--- config.mk ---
export PLATFORM = sky130hd
export DESIGN_NAME = irq_msg_ctrl
export DESIGN_NICKNAME = d
export VERILOG_FILES = /design/src/rtl/irq_msg_pkg.sv /design/src/rtl/irq_msi_map.sv /design/src/rtl/irq_legacy_trk.sv /design/src/rtl/irq_msg_arb.sv /design/src/rtl/irq_msg_ctrl.sv
export SDC_FILE = /design/constraint.sdc
export NUM_CORES = 1
export LEC_CHECK = 0
export ABC_AREA = 1
export CORE_ASPECT_RATIO = 0.9
export CORE_UTILIZATION = 40
export CTS_BUF_LIST = sky130_fd_sc_hd__clkbuf_16
export CTS_CLUSTER_DIAMETER = 80
export DETAILED_ROUTE_END_ITERATION = 6
export DONT_BUFFER_PORTS = 1
export PLACE_DENSITY = 0.63
export REMOVE_ABC_BUFFERS = 1
export SLEW_MARGIN = 25
export SYNTH_ARGS = -nofsm -noshare
export SYNTH_HDL_FRONTEND = slang
export SYNTH_SLANG_ARGS = --single-unit
--- constraint.sdc ---
create_clock -name clk -period 1.4 [get_ports clk]
set_input_delay 0.14 -clock clk [delete_from_list [all_inputs] [get_ports clk]]
set_output_delay 0.14 -clock clk [all_outputs]
set_load 0.02 [all_outputs]
--- src/rtl/irq_msg_pkg.sv ---
package irq_msg_pkg;

    typedef enum logic [1:0] {
        MK_MSI      = 2'd0,
        MK_ASSERT   = 2'd1,
        MK_DEASSERT = 2'd2
    } msg_kind_e;

    localparam logic [1:0] ALLOC_FULL  = 2'd0;
    localparam logic [1:0] ALLOC_SPLIT = 2'd1;

endpackage

--- src/rtl/irq_msi_map.sv ---
module irq_msi_map
    import irq_msg_pkg::*;
#(
    parameter int VEC_W = 5
) (
    input  logic [1:0]       alloc_mode,
    input  logic [VEC_W-1:0] app_vec_in,
    output logic [VEC_W-1:0] sys_vec,
    output logic [VEC_W-1:0] hp_vec,
    output logic [VEC_W-1:0] app_vec_out
);

    localparam int FULL_N = 1 << VEC_W;

    logic [VEC_W-1:0] app_top;

    always_comb begin
        if (alloc_mode == ALLOC_FULL) begin
            sys_vec = VEC_W'(FULL_N - 1);
            hp_vec  = VEC_W'(FULL_N - 2);
            app_top = VEC_W'(FULL_N - 3);
        end else if (alloc_mode == ALLOC_SPLIT) begin
            sys_vec = VEC_W'(3);
            hp_vec  = VEC_W'(2);
            app_top = VEC_W'(1);
        end else begin
            sys_vec = VEC_W'(3);
            hp_vec  = VEC_W'(3);
            app_top = VEC_W'(2);
        end
        app_vec_out = (app_vec_in > app_top) ? app_top : app_vec_in;
    end

    // application vectors never reach the internal-event vectors
    always_comb begin
        a_r6_app_below_events: assert (app_vec_out < hp_vec || alloc_mode[1]);
    end

endmodule

--- src/rtl/irq_legacy_trk.sv ---
module irq_legacy_trk (
    input  logic clk,
    input  logic rst,
    input  logic level_in,
    input  logic grant,
    input  logic done,
    output logic want,
    output logic want_assert,
    output logic ack
);

    typedef struct packed {
        logic lvl;
        logic issued;
        logic ack;
    } leg_st_t;

    leg_st_t st_d, st_q;

    always_comb begin
        st_d        = st_q;
        st_d.lvl    = level_in;
        st_d.ack    = done;
        if (grant) begin
            st_d.issued = ~st_q.issued;
        end
        if (rst) begin
            st_d = '0;
        end
    end

    always_ff @(posedge clk) begin
        st_q <= st_d;
    end

    assign want        = st_q.lvl != st_q.issued;
    assign want_assert = ~st_q.issued;
    assign ack         = st_q.ack;

    a_r3_ack_follows_send: assert property (@(posedge clk) disable iff (rst)
        st_q.ack |-> $past(done));

    a_r10_grant_needs_change: assert property (@(posedge clk) disable iff (rst)
        grant |-> want);

endmodule

--- src/rtl/irq_msg_arb.sv ---
module irq_msg_arb
    import irq_msg_pkg::*;
#(
    parameter int VEC_W = 5,
    parameter int TC_W  = 3
) (
    input  logic             clk,
    input  logic             rst,
    input  logic             sys_req,
    input  logic             hp_req,
    input  logic             app_req,
    input  logic [VEC_W-1:0] sys_vec,
    input  logic [VEC_W-1:0] hp_vec,
    input  logic [VEC_W-1:0] app_vec,
    input  logic [TC_W-1:0]  app_tc,
    input  logic             leg_want,
    input  logic             leg_assert,
    output logic             leg_grant,
    output logic             leg_done,
    input  logic             msg_ready,
    output logic             msg_valid,
    output logic [1:0]       msg_kind,
    output logic [VEC_W-1:0] msg_vec,
    output logic [TC_W-1:0]  msg_tc
);

    typedef struct packed {
        logic             pend_sys;
        logic             pend_hp;
        logic             pend_app;
        logic [VEC_W-1:0] app_vec;
        logic [TC_W-1:0]  app_tc;
        logic             o_valid;
        msg_kind_e        o_kind;
        logic [VEC_W-1:0] o_vec;
        logic [TC_W-1:0]  o_tc;
    } arb_st_t;

    arb_st_t st_d, st_q;
    logic    load;
    logic    hs;

    always_comb begin
        st_d      = st_q;
        leg_grant = 1'b0;
        hs        = st_q.o_valid && msg_ready;
        load      = !st_q.o_valid || msg_ready;

        if (load) begin
            st_d.o_valid = 1'b0;
            st_d.o_kind  = MK_MSI;
            st_d.o_vec   = '0;
            st_d.o_tc    = '0;
            if (st_q.pend_sys) begin
                st_d.o_valid  = 1'b1;
                st_d.o_vec    = sys_vec;
                st_d.pend_sys = 1'b0;
            end else if (st_q.pend_hp) begin
                st_d.o_valid = 1'b1;
                st_d.o_vec   = hp_vec;
                st_d.pend_hp = 1'b0;
            end else if (st_q.pend_app) begin
                st_d.o_valid  = 1'b1;
                st_d.o_vec    = st_q.app_vec;
                st_d.o_tc     = st_q.app_tc;
                st_d.pend_app = 1'b0;
            end else if (leg_want) begin
                st_d.o_valid = 1'b1;
                st_d.o_kind  = leg_assert ? MK_ASSERT : MK_DEASSERT;
                leg_grant    = 1'b1;
            end
        end

        if (sys_req) begin
            st_d.pend_sys = 1'b1;
        end
        if (hp_req) begin
            st_d.pend_hp = 1'b1;
        end
        if (app_req && !st_q.pend_app) begin
            st_d.pend_app = 1'b1;
            st_d.app_vec  = app_vec;
            st_d.app_tc   = app_tc;
        end

        if (rst) begin
            st_d = '0;
        end
    end

    always_ff @(posedge clk) begin
        st_q <= st_d;
    end

    assign leg_done  = hs && (st_q.o_kind != MK_MSI);
    assign msg_valid = st_q.o_valid;
    assign msg_kind  = st_q.o_kind;
    assign msg_vec   = st_q.o_vec;
    assign msg_tc    = st_q.o_tc;

    // checker state: kind of the last legacy message taken
    logic last_leg_assert_q;
    always_ff @(posedge clk) begin
        if (rst) begin
            last_leg_assert_q <= 1'b0;
        end else if (leg_done) begin
            last_leg_assert_q <= (st_q.o_kind == MK_ASSERT);
        end
    end

    a_r9_hold_while_stalled: assert property (@(posedge clk) disable iff (rst)
        (msg_valid && !msg_ready) |=>
            (msg_valid && $stable(msg_kind) && $stable(msg_vec) && $stable(msg_tc)));

    a_r10_no_double_assert: assert property (@(posedge clk) disable iff (rst)
        (leg_done && msg_kind == MK_ASSERT) |-> !last_leg_assert_q);

    a_r10_no_orphan_deassert: assert property (@(posedge clk) disable iff (rst)
        (leg_done && msg_kind == MK_DEASSERT) |-> last_leg_assert_q);

    a_r7_legacy_fields_zero: assert property (@(posedge clk) disable iff (rst)
        (msg_valid && msg_kind != MK_MSI) |-> (msg_vec == '0 && msg_tc == '0));

    a_r1_reset_clears: assert property (@(posedge clk)
        rst |=> !msg_valid);

endmodule

--- src/rtl/irq_msg_ctrl.sv ---
module irq_msg_ctrl
    import irq_msg_pkg::*;
#(
    parameter int VEC_W = 5,
    parameter int TC_W  = 3
) (
    input  logic             clk,
    input  logic             rst,
    input  logic [1:0]       alloc_mode,
    input  logic             leg_level,
    output logic             leg_ack,
    input  logic             sys_err_req,
    input  logic             hp_pm_req,
    input  logic             app_msi_req,
    input  logic [VEC_W-1:0] app_msi_vec,
    input  logic [TC_W-1:0]  app_msi_tc,
    output logic             msg_valid,
    input  logic             msg_ready,
    output logic [1:0]       msg_kind,
    output logic [VEC_W-1:0] msg_vec,
    output logic [TC_W-1:0]  msg_tc
);

    logic [VEC_W-1:0] sys_vec, hp_vec, app_vec_m;
    logic             leg_want, leg_want_assert, leg_grant, leg_done;

    irq_msi_map #(.VEC_W(VEC_W)) i_map (
        .alloc_mode  (alloc_mode),
        .app_vec_in  (app_msi_vec),
        .sys_vec     (sys_vec),
        .hp_vec      (hp_vec),
        .app_vec_out (app_vec_m)
    );

    irq_legacy_trk i_leg (
        .clk         (clk),
        .rst         (rst),
        .level_in    (leg_level),
        .grant       (leg_grant),
        .done        (leg_done),
        .want        (leg_want),
        .want_assert (leg_want_assert),
        .ack         (leg_ack)
    );

    irq_msg_arb #(.VEC_W(VEC_W), .TC_W(TC_W)) i_arb (
        .clk        (clk),
        .rst        (rst),
        .sys_req    (sys_err_req),
        .hp_req     (hp_pm_req),
        .app_req    (app_msi_req),
        .sys_vec    (sys_vec),
        .hp_vec     (hp_vec),
        .app_vec    (app_vec_m),
        .app_tc     (app_msi_tc),
        .leg_want   (leg_want),
        .leg_assert (leg_want_assert),
        .leg_grant  (leg_grant),
        .leg_done   (leg_done),
        .msg_ready  (msg_ready),
        .msg_valid  (msg_valid),
        .msg_kind   (msg_kind),
        .msg_vec    (msg_vec),
        .msg_tc     (msg_tc)
    );

endmodule

Word-level counts from Yosys, hierarchy flattened
Index checks and enable logic that the tools add are counted.
- memories: 0
- output and inout bits: 12
- ROM bits: 0
- register bits after elaboration: 25
- bits in latches: 0
- logic and storage cells: 62
- RAM bits: 0
- magnitude comparators: 1
- add/subtract/negate cells: 0
- shift operators: 0
- eq/ne operators: 5
- bitwise operators: 1
- divide/modulo/power cells: 0
- multiply operators: 0
- multiplexer cells: 30
- reduce and logical (&&, ||, !) cells: 13
- operators by type and width (operator ; count):
    two-way mux 5 bit ; 6
    two-way mux 1 bit ; 12
    two-way mux 2 bit ; 6
    two-way mux 3 bit ; 4
    two-way mux 9 bit ; 1
    two-way mux 8 bit ; 1
    nonzero test 2 bit ; 4
    inequality test 2 bit (second input constant) ; 3
    > comparator 5 bit ; 1
    logical AND 1 bit ; 3
    AND reduction 3 bit ; 1
    == test 2 x 1 -> 1 bit (second input constant) ; 1
    logical NOT 1 bit ; 2
    logical NOT 2 bit ; 1
    AND reduction 2 bit ; 1
    logical OR 1 bit ; 1
    inequality test 1 bit ; 1
    inverter 1 bit ; 1

Depth between registers and ports, before layout
- word-level depth: 6
- gate-level depth with buffers: 11

Hierarchy
A second synthesis with hierarchy kept.
- cell total of the unflattened synthesis: 197
- area, all modules: 1431.4 sq um
- modules (own cells, without submodules) (module ; times used ; area an instance (sq um) ; cells each):
    irq_msg_arb ; 1 ; 1053.5 ; 134
    irq_msi_map ; 1 ; 265.3 ; 46
    irq_legacy_trk ; 1 ; 112.6 ; 17

Worst setup path before layout
Ideal clock, no wire load.
- kind: input to register
- start: input port alloc_mode[1]
- end: register i_arb.st_q[16] in the netlist's numbering
- stages: 11
- path slack: -30 ps
- data required time: 1283 ps
- library setup time: 117 ps
- arrival time: 1313 ps
- cells stage by stage: or2_4 -> ha_1 -> nand2_1 -> nor2_2 -> nand2_1 -> nand3_2 -> nand2_4 -> inv_1 -> nor2_1 -> nor2_1 -> nor2_1
- cells in the longest elaborated chain, start to end: 5
- ends and longest elaborated chain (item ; line ; RTL):
    from (decl) ; irq_msg_ctrl.sv:9 ; input logic [1:0] alloc_mode,
    == test 2 x 1 -> 1 bit ; irq_msi_map.sv:22 ; end else if (alloc_mode == ALLOC_SPLIT) begin
    two-way mux 2 bit ; irq_msi_map.sv:22 ;
    two-way mux 5 bit (*) ; irq_msi_map.sv:18 ; if (alloc_mode == ALLOC_FULL) begin
    > comparator 5 bit ; irq_msi_map.sv:31 ; app_vec_out = (app_vec_in > app_top) ? app_top : app_vec_in;
    two-way mux 5 bit (*) ; irq_msi_map.sv:31 ;
    to (signal assigned) ; irq_msg_arb.sv:92 ; st_q <= st_d;
    to (decl) ; irq_msg_arb.sv:39 ; arb_st_t st_d, st_q;
Mark *: on every way between the ends. The rest lies on a longest branch, timed or not.
A chain may end at the register's enable or synchronous reset.

Worst setup path after layout
Same ends and word-level chain as after synthesis.

==> run_summary.xml <==
<?xml version="1.0" encoding="UTF-8"?>
<metrics>
  <group name="pwr">
    <metric name="p_leak" unit="nW">0.5715</metric>
    <metric name="p_per_area" unit="mW/mm^2">1266</metric>
    <metric name="p_total" unit="mW">1.654</metric>
    <metric name="intPower" unit="mW">1.227</metric>
    <metric name="logic_gate_share_of_total_power" unit="%">13.0</metric>
    <metric name="power.share.clock" unit="%">38.6</metric>
    <metric name="fraction_of_power_spent_switching_nets" unit="%">25.83</metric>
    <metric name="share_of_power_burned_in_registers" unit="%">48.4</metric>
    <metric name="vdd.ir_drop.worst" unit="mV">0.7947</metric>
    <metric name="power.switching" unit="mW">0.4273</metric>
  </group>
  <group name="worst_setup_path">
    <metric name="r2r.worst_path.cells" unit="">5</metric>
    <metric name="arrival" unit="ns">1.41</metric>
    <metric name="critical_path.endpoint_type" unit="">flop</metric>
    <metric name="required" unit="ns">1.55</metric>
    <metric name="crit_type" unit="">in2reg</metric>
    <metric name="worstReg2RegStart" unit="">i_arb.st_q[19]</metric>
    <metric name="critical_path_launch_point_type" unit="">primary input</metric>
    <metric name="setup.worst_path.start" unit="">alloc_mode[1]</metric>
    <metric name="r2r_end" unit="">i_arb.st_q[14]</metric>
    <metric name="critPathMaxFanout" unit="">4</metric>
    <metric name="worstSetupEndpoint" unit="">i_arb.st_q[16]</metric>
    <metric name="reg2reg_slack" unit="ns">0.21</metric>
  </group>
  <group name="synth">
    <metric name="syn_avg_cell_area" unit="um^2">7.530</metric>
    <metric name="postSynthRegisterBits" unit="">25</metric>
    <metric name="library_cell_occupying_the_most_area_in_the_post_synthesis_netlist" unit="">dfxtp_1</metric>
    <metric name="synth_top_cell_area_share" unit="%">40.77</metric>
    <metric name="yosysWarnings" unit="">0</metric>
    <metric name="netlist_top_cells_area" unit="">dfxtp_1 41%, nand2_1 8.9%, ha_1 7.1%</metric>
    <metric name="synthDistinctLibCells" unit="">23</metric>
    <metric name="syn_inst" unit="">163</metric>
    <metric name="sequential_element_share_of_the_synthesized_area" unit="%">40.77</metric>
    <metric name="synth.cell_area" unit="mm^2">0.001227</metric>
  </group>
  <group name="cells_and_area">
    <metric name="commonest_non_fill_non_tap_cell_in_the_layout" unit="">nand2_1</metric>
    <metric name="area.growth.synth_to_final" unit="%">6.422</metric>
    <metric name="fin_area" unit="mm^2">0.001306</metric>
    <metric name="most_used_cells_in_the_layout_excluding_fill_and_tap_cells" unit="">29 x nand2_1, 25 x dfxtp_1, 21 x inv_1, 21 x nor2_1, 14 x a21oi_1</metric>
    <metric name="antenna_cells_inserted" unit="">0</metric>
    <metric name="final_nets" unit="">183</metric>
    <metric name="drive_above_1_share" unit="%">10.76</metric>
  </group>
  <group name="clock_network">
    <metric name="h-tree-depth" unit="">1</metric>
    <metric name="postCtsResizedCells" unit="">0</metric>
    <metric name="root_buffer" unit="">clkbuf_16</metric>
    <metric name="clock_buffers_created_by_tritoncts" unit="">3</metric>
    <metric name="tritoncts" unit="">built</metric>
    <metric name="clock_sink_count" unit="">25</metric>
    <metric name="clkLatencyLatePin" unit="ns">0.26</metric>
    <metric name="max-clock-path-buffers" unit="">2</metric>
    <metric name="clk_pin_slew" unit="ns">0.07</metric>
  </group>
  <group name="die">
    <metric name="core_ar" unit="mm^2">0.002838</metric>
    <metric name="ioPinCount" unit="">29</metric>
    <metric name="start_util" unit="%">43.25</metric>
    <metric name="total_die_area" unit="mm^2">0.003294</metric>
    <metric name="die-height" unit="um">54.55</metric>
    <metric name="die_width" unit="um">60.39</metric>
    <metric name="rows" unit="">18</metric>
  </group>
  <group name="sta">
    <metric name="post-route-period-util" unit="%">89.82</metric>
    <metric name="rsz0062_at_grt" unit="">false</metric>
    <metric name="max-slew-margin-rel" unit="%">65.07</metric>
    <metric name="finalHoldViolations" unit="">0</metric>
    <metric name="worst-slew-pin-transition" unit="ns">0.5223</metric>
    <metric name="min_period" unit="ns">1.257</metric>
    <metric name="worst_clock_skew" unit="ns">0.004985</metric>
    <metric name="timing.final.max_slew_violations" unit="">0</metric>
    <metric name="setup-violations-final" unit="">0</metric>
    <metric name="fmax" unit="MHz">795.3</metric>
  </group>
  <group name="detailed_routing">
    <metric name="vias" unit="">945</metric>
    <metric name="via_per_inst" unit="">4.773</metric>
    <metric name="routedWlPerCell" unit="um">11.56</metric>
    <metric name="drtPass1Iterations" unit="">4</metric>
    <metric name="detailedRoute.firstIterationViolations" unit="">19</metric>
    <metric name="antenna_violating_nets_post_route" unit="">0</metric>
    <metric name="wl_met3" unit="um">139</metric>
    <metric name="met1_length" unit="mm">1.032</metric>
    <metric name="top_signal_layer_used" unit="">met4</metric>
    <metric name="detail_route.wirelength" unit="mm">2.288</metric>
    <metric name="drc" unit="">0</metric>
    <metric name="route.met2.wl" unit="mm">1.063</metric>
  </group>
  <group name="run">
    <metric name="max-cap-violations" unit="">0</metric>
  </group>
  <group name="outcome">
    <metric name="status" unit="">finished clean</metric>
  </group>
  <group name="global_route">
    <metric name="grt_antenna_before_repair" unit="">0</metric>
    <metric name="global_route_wire_length_before_repair" unit="mm">3.574</metric>
    <metric name="grt.total_usage" unit="%">15.45</metric>
    <metric name="grt_max_degree" unit="">16</metric>
    <metric name="grt_remaining_overflow" unit="">0</metric>
    <metric name="first_global_vias" unit="">874</metric>
  </group>
  <group name="place">
    <metric name="detailed_place_hpwl" unit="mm">1.792</metric>
    <metric name="placer_congestion_estimate" unit="">0.7661</metric>
    <metric name="port_buf_inserts" unit="">0</metric>
    <metric name="detailed_place.area" unit="mm^2">0.001204</metric>
  </group>
  <group name="min_path">
    <metric name="worst_hold_startpoint" unit="">hp_pm_req</metric>
    <metric name="number_of_cells_on_the_worst_hold_path" unit="">2</metric>
    <metric name="hp-class" unit="">in2reg</metric>
  </group>
</metrics>
what timing repair did:
action	CTS	global route
hold buffers	2	0
setup buffers	0	0
endpoints found under the setup margin	0	0
endpoints found under the hold margin	14	0
through the flow:
stage | setup slack [ns] | std cells | util [%] | setup TNS, ns | hold WS [ns]
3_3_place_gp | -0.06156 | 192 | 42.42 | -0.1581 | 0.2117
6_report | 0.1426 | 198 | 46.03 | 0 | 0.01430
5_1_grt | 0.07785 | 198 | 46.03 | 0 | 0.02151
2_1_floorplan | -0.03048 | 149 | - | -0.09143 | 0.2091
4_1_cts | 0.1515 | 198 | 46.03 | 0 | 0.01259
3_5_place_dp | -0.1221 | 192 | 42.42 | -0.3888 | 0.2125
cells by family (layout without fill, tap and decap cells):
family,Yosys count,after routing,share of synthesized area (%)
AND/OR/NAND/NOR,62,62,22.32
adder cells (fa/ha/maj),7,7,7.135
AO/OA/AOI/OAI,33,33,15.19
flip-flops,25,25,40.77
buffers and inverters,36,31,14.58
sequential cells by signal, summed over array words and instances (netlist names):
| signal | count |
|---|---|
| i_arb.msg_kind | 2 |
| i_arb.msg_tc | 3 |
| i_arb.msg_valid | 1 |
| i_arb.msg_vec | 5 |
| i_arb.st_q | 11 |
| i_leg.ack | 1 |
| i_leg.st_q | 2 |
worst min-delay path by stage:
stage                                   end  slack, ns
after floorplan           i_arb.msg_kind[0]       0.21
after global placement    i_arb.msg_kind[0]       0.21
after detailed placement   i_arb.msg_vec[4]       0.21
after CTS                         i_leg.ack       0.01
after global routing              i_leg.ack       0.02
final                        i_arb.st_q[20]       0.01
cell usage after synthesis:
cell       n
o21ai_4    1
o21ai_0   12
inv_1     21
nor2_4     1
nand2_1   29
nor2_1    21
a22oi_1    1
nand3_1    3
buf_4     11
dfxtp_1   25
a31oi_1    4
nand2_2    1
ha_1       7
nor2_2     3
buf_2      2
o21a_1     1
or2_4      1
nand3_2    1
a21oi_1   14
clkbuf_1   1
nor3_1     1
inv_2      1
nand2_4    1
final cells by class:
class / count / area (um^2)
Fill cell: 317 / 1531
Clock buffer: 3 / 75.07
Multi-Input combinational cell: 102 / 548.0
Tap cell: 40 / 50.05
Clock inverter: 1 / 7.507
Timing Repair Buffer: 5 / 42.54
Inverter: 22 / 82.58
Sequential cell: 25 / 500.5
power by group through the flow:
stage                     Clock (mW)  Combinational [mW]  Sequential (mW)
after floorplan                    0               0.159            0.813
after global placement             0               0.196            0.816
after detailed placement           0               0.206            0.817
after CTS                      0.654               0.218            0.801
after global routing           0.682               0.248            0.805
final                          0.638               0.216            0.801
per-layer routing:
layer	track usage [%]	up-vias
met5	0	-
met4	7.752	0
met3	4.728	6
met2	25.82	22
met1	17.93	420
li1	-	497
worst max-delay path, cell delays in order:
cell and delay [ns]:
or2_4 0.25, ha_1 0.30, nand2_1 0.08, nor2_2 0.12, nand2_1 0.07, nand3_2 0.09
nand2_4 0.07, inv_1 0.09, nor2_1 0.05, nor2_1 0.10, nor2_1 0.04
Power figures use the tool's default switching activity.
